`src/rtl/vend_pkg.sv`:
```
package vend_pkg;

  // Coin selected for the current cycle after priority resolution.
  typedef enum logic [1:0] {
    COIN_NONE = 2'd0,
    COIN_QTR  = 2'd1,
    COIN_ONE  = 2'd2,
    COIN_TWO  = 2'd3
  } coin_e;

endpackage

```
`src/rtl/vend_coin_sel.sv`:
```
module vend_coin_sel
  import vend_pkg::*;
(
  input  logic  coin_qtr,
  input  logic  coin_one,
  input  logic  coin_two,
  output coin_e sel
);

  // Largest denomination wins; smaller ones in the same cycle are dropped.
  always_comb begin
    if (coin_two)      sel = COIN_TWO;
    else if (coin_one) sel = COIN_ONE;
    else if (coin_qtr) sel = COIN_QTR;
    else               sel = COIN_NONE;
  end

endmodule

```
`src/rtl/vend_credit_calc.sv`:
```
module vend_credit_calc
  import vend_pkg::*;
#(
  parameter int QTR_UNITS   = 1,
  parameter int ONE_UNITS   = 4,
  parameter int TWO_UNITS   = 8,
  parameter int PRICE_UNITS = 4,
  parameter int CHG_W       = 3,
  parameter int CREDIT_W    = 2,
  parameter int SUM_W       = 4
) (
  input  logic [CREDIT_W-1:0] credit,
  input  coin_e               sel,
  output logic                hit,
  output logic [CHG_W-1:0]    surplus,
  output logic [CREDIT_W-1:0] credit_nxt
);

  logic [SUM_W-1:0] coin_val;
  logic [SUM_W-1:0] total;

  always_comb begin
    unique case (sel)
      COIN_QTR: coin_val = SUM_W'(QTR_UNITS);
      COIN_ONE: coin_val = SUM_W'(ONE_UNITS);
      COIN_TWO: coin_val = SUM_W'(TWO_UNITS);
      default:  coin_val = '0;
    endcase
  end

  assign total = SUM_W'(credit) + coin_val;

  always_comb begin
    if (total >= SUM_W'(PRICE_UNITS)) begin
      hit        = 1'b1;
      surplus    = CHG_W'(total - SUM_W'(PRICE_UNITS));
      credit_nxt = '0;
    end else begin
      hit        = 1'b0;
      surplus    = '0;
      credit_nxt = CREDIT_W'(total);
    end
  end

endmodule

```
`src/rtl/vend_credit_reg.sv`:
```
module vend_credit_reg #(
  parameter int CREDIT_W = 2
) (
  input  logic                clk,
  input  logic                rst,
  input  logic [CREDIT_W-1:0] credit_nxt,
  output logic [CREDIT_W-1:0] credit_q
);

  always_ff @(posedge clk) begin
    if (rst) credit_q <= '0;
    else     credit_q <= credit_nxt;
  end

endmodule

```
`src/rtl/vend_ctrl.sv`:
```
module vend_ctrl
  import vend_pkg::*;
#(
  parameter int QTR_UNITS   = 1,
  parameter int ONE_UNITS   = 4,
  parameter int TWO_UNITS   = 8,
  parameter int PRICE_UNITS = 4,
  parameter int CHG_W       = 3
) (
  input  logic             clk,
  input  logic             rst,
  input  logic             coin_qtr,
  input  logic             coin_one,
  input  logic             coin_two,
  output logic             dispense,
  output logic [CHG_W-1:0] change
);

  localparam int CREDIT_W = $clog2(PRICE_UNITS);
  localparam int SUM_W    = CHG_W + 1;

  coin_e               sel;
  logic                hit;
  logic [CHG_W-1:0]    surplus;
  logic [CREDIT_W-1:0] credit_nxt;
  logic [CREDIT_W-1:0] credit_q;

  vend_coin_sel u_sel (
    .coin_qtr (coin_qtr),
    .coin_one (coin_one),
    .coin_two (coin_two),
    .sel      (sel)
  );

  vend_credit_calc #(
    .QTR_UNITS   (QTR_UNITS),
    .ONE_UNITS   (ONE_UNITS),
    .TWO_UNITS   (TWO_UNITS),
    .PRICE_UNITS (PRICE_UNITS),
    .CHG_W       (CHG_W),
    .CREDIT_W    (CREDIT_W),
    .SUM_W       (SUM_W)
  ) u_calc (
    .credit     (credit_q),
    .sel        (sel),
    .hit        (hit),
    .surplus    (surplus),
    .credit_nxt (credit_nxt)
  );

  vend_credit_reg #(
    .CREDIT_W (CREDIT_W)
  ) u_reg (
    .clk        (clk),
    .rst        (rst),
    .credit_nxt (credit_nxt),
    .credit_q   (credit_q)
  );

  // Outputs are quiet while reset is held.
  assign dispense = hit & ~rst;
  assign change   = rst ? '0 : surplus;

endmodule

```
`config.mk`:
```
export PLATFORM = sky130hd
export DESIGN_NAME = vend_ctrl
export DESIGN_NICKNAME = d
export VERILOG_FILES = /design/src/rtl/vend_pkg.sv /design/src/rtl/vend_coin_sel.sv /design/src/rtl/vend_credit_calc.sv /design/src/rtl/vend_credit_reg.sv /design/src/rtl/vend_ctrl.sv
export SDC_FILE = /design/constraint.sdc
export NUM_CORES = 1
export LEC_CHECK = 0
export BUFFER_PORTS_ARGS = -buffer_cell sky130_fd_sc_hd__buf_2
export CAP_MARGIN = 10
export CORE_AREA = 10 10 47 49
export CTS_CLUSTER_DIAMETER = 100
export DETAILED_ROUTE_END_ITERATION = 10
export DIE_AREA = 0 0 57 59
export PLACE_DENSITY = 0.38
export SKIP_LAST_GASP = 1
export SYNTH_ARGS = -nofsm -noshare
export SYNTH_HDL_FRONTEND = slang
export SYNTH_HIERARCHICAL = 1
export SYNTH_SLANG_ARGS = --single-unit
```
`constraint.sdc`:
```
create_clock -name clk -period 2.31 [get_ports clk]
set_clock_uncertainty 0.15 [all_clocks]
set_input_delay 0.3465 -clock clk [delete_from_list [all_inputs] [get_ports clk]]
set_output_delay 0.3465 -clock clk [all_outputs]
set_load 0.02 [all_outputs]
```
==> results.json <==
{
  "antenna_cells": 0,
  "setup_violations": 0,
  "tightest_slew_ns": 0.211,
  "hold_start": "rst",
  "h-tree-depth": 1,
  "reg2reg_depth": 6,
  "cp-startpoint": "coin_one",
  "max-vdd-ir-drop_mv": 0.297,
  "tritoncts": "yes",
  "routed_wl_um": 480,
  "fin_nets": 45,
  "p_int_w": 0.000108,
  "critPathLaunchType": "primary input",
  "route.detailed.drc": 0,
  "drv_slew": 0,
  "min_period_ns": 2.21,
  "hold_path_class": "in -> reg",
  "clkTransAtPathRegs_ns": 0.03,
  "syn_nets": 29,
  "multi_input_area_um2": 178,
  "max_freq_mhz": 453,
  "synth_edf_count": 0,
  "drtPass1Iterations": 2,
  "path_class": "in -> out",
  "cts_root_buf": "clkbuf_4",
  "path_max_fanout": 4,
  "synth_most_common_cell": "nor2b_1",
  "min_to": "u_reg/credit_q[1]$_SDFF_PP0_",
  "viasPerCell": 3.73,
  "insertion_delay_ns": 0.22,
  "rr_startpoint": "u_reg/credit_q[0]$_SDFF_PP0_",
  "syn_area_um2": 184,
  "coreArea_um2": 1400,
  "pin_count": 9,
  "maxCapViolCount": 0,
  "fin_tns_setup_ns": 0,
  "cts_hold_buf": 0,
  "antenna_found_initial": 0,
  "cpMaxStageDelayCell": "ha_2",
  "grt-ovfl-total": 0,
  "synthDistinctLibCells": 11,
  "ys_ff_latch": 2,
  "syn_to_final_growth_pct": 80.3,
  "yosys.area.top_type": "nor2b_1",
  "worstPathCellList": "buf_2 -> inv_1 -> a21o_1 -> nor2b_4 -> ha_2 -> ha_4 -> and3b_4 -> nor3b_2 -> nor2b_1 -> buf_4",
  "drt_iter0_drc": 1,
  "hold_violations": 0,
  "die_h_um": 59,
  "layout-drive-gt1-share_pct": 63.9,
  "grt_max_degree": 7,
  "initial_core_util_pct": 13.1,
  "numCtsBuffers": 3,
  "cp-end-kind": "output port",
  "ant_nets": 0,
  "yosys_most_used_dff": "dfxtp_1",
  "avgRoutedWirePerCell_um": 9.23,
  "comb_power_share_pct": 21.1,
  "syn_avg_cell_area_um2": 8.36,
  "slew_headroom_pct": 85.9,
  "largestRegisters": "u_reg/credit_q: 2 flops",
  "swShare_pct": 23.1,
  "layout.area.seq_um2": 40.0,
  "grt_first_pass_wirelength_um": 862,
  "hold_slack_ns": 0.218,
  "cts_num_sinks": 2,
  "gp_congestion": 0.639,
  "r2r_end": "u_reg/credit_q[0]$_SDFF_PP0_",
  "reg2reg_slack_ns": 0.81,
  "die_area_um2": 3360,
  "utilization_pct": 23.7,
  "post-dp-hpwl_um": 354,
  "p_leak_nw": 0.159,
  "rsz0062_at_grt": "no",
  "hold_depth": 2,
  "arrival_ns": 1.71,
  "yosys-top-cells-area": "nor2b_1, dfxtp_1, ha_1",
  "status": "finished clean",
  "synth.top_cell.area_share_pct": 23.8,
  "via_count": 194,
  "fin_ws_ns": 0.101,
  "async_flop_share_pct": 0,
  "power_density_nw_per_um2": 424,
  "power.share.sequential_pct": 25.0,
  "p_sw_w": 0.0000325,
  "synth_cells": 22,
  "cp_data_required_time_ns": 1.81,
  "ctsLongestPathBuffers": 2,
  "grt_usage_pct": 3.54,
  "grt_pass1_vias": 194,
  "post-route-period-util_pct": 95.6,
  "port_buffers": 8,
  "n_fill_cell": 159,
  "max_stage_delay_ns": 0.19,
  "top_register": "u_reg/credit_q",
  "synth_warnings": 6,
  "rows": 14,
  "largest_reg_flops": 2,
  "yosysSeqAreaShare_pct": 21.8,
  "die_w_um": 57,
  "clockPowerShare_pct": 53.8,
  "dp_slack_ns": -0.00664
}
==> power groups by stage <==
stage	Clock [W]	Sequential, W	Combinational (W)
after floorplan	0	0.0000356	0.0000140
after global placement	0	0.0000356	0.0000243
after detailed placement	0	0.0000356	0.0000243
after CTS	0.0000805	0.0000352	0.0000246
after global routing	0.0000873	0.0000352	0.0000331
final	0.0000757	0.0000352	0.0000297
==> cell families (layout without fill, tap and decap cells) <==
group / Yosys count / in the layout / synth area share, %
AND/OR/NAND/NOR: 14 / 14 / 50.3
AO/OA/AOI/OAI: 3 / 3 / 12.2
adder cells (fa/ha/maj): 2 / 2 / 13.6
flip-flops: 2 / 2 / 21.8
buffers and inverters: 1 / 15 / 2.04
==> timing repair <==
item,in CTS,in global routing
hold endpoints to repair,0,0
setup buffers,0,1
setup endpoints to repair,1,3
gates resized for setup,2,9
pin swaps,0,5
==> through the flow <==
step	power, W	area (um^2)	instances
finish	0.000141	332	52
floorplan	0.0000496	184	22
global placement	0.0000600	259	48
detailed placement	0.0000599	259	48
CTS	0.000140	289	51
global route	0.000156	332	52
==> critical path, delay by kind of cell <==
| family | cells | cell delay, ns |
|---|---|---|
| AO/OA/AOI/OAI | 1 | 0.15 |
| adder cells (fa/ha/maj) | 2 | 0.35 |
| buffers and inverters | 3 | 0.27 |
| AND/OR/NAND/NOR | 4 | 0.59 |
==> worst max path at each step <==
stage / to / slack [ns] / depth (start not counted)
2_1_floorplan: change[0] / 0.1 / 8
3_3_place_gp: change[1] / 0.006 / 10
3_5_place_dp: change[1] / -0.007 / 10
4_1_cts: change[0] / -0.002 / 10
5_1_grt: change[1] / 0.01 / 10
6_report: change[1] / 0.10 / 10
==> metal layers <==
metal | track usage, % | wire length, um | vias up | part of all wire (%)
met4 | 3.02 | 0 | 0 | 0
met1 | 3.67 | 248 | 85 | 52
met2 | 3.72 | 178 | 6 | 37
li1 | - | - | 103 | -
met5 | 0 | 0 | - | 0
met3 | 3.86 | 53 | 0 | 11
==> placed cells by master (no fill, tap or decap), drive strengths merged <==
cell,Yosys,layout
or2,1,1
buf,0,11
dfxtp,2,2
o21a,2,2
nor2,2,2
inv,1,1
nor2b,7,7
a21o,1,1
and3b,1,1
nor3b,2,2
and2,1,1
ha,2,2
clkbuf,0,3
==> final cells by class <==
class                   count  share of cell area (%)
clock buffers               3                    6.79
well taps                  16                    6.04
repair buffers             11                    20.4
flip-flops and latches      2                    12.1
inverters                   1                    1.13
multi-input cells          19                    53.6
Note: power is estimated with default switching activity, not from simulation.
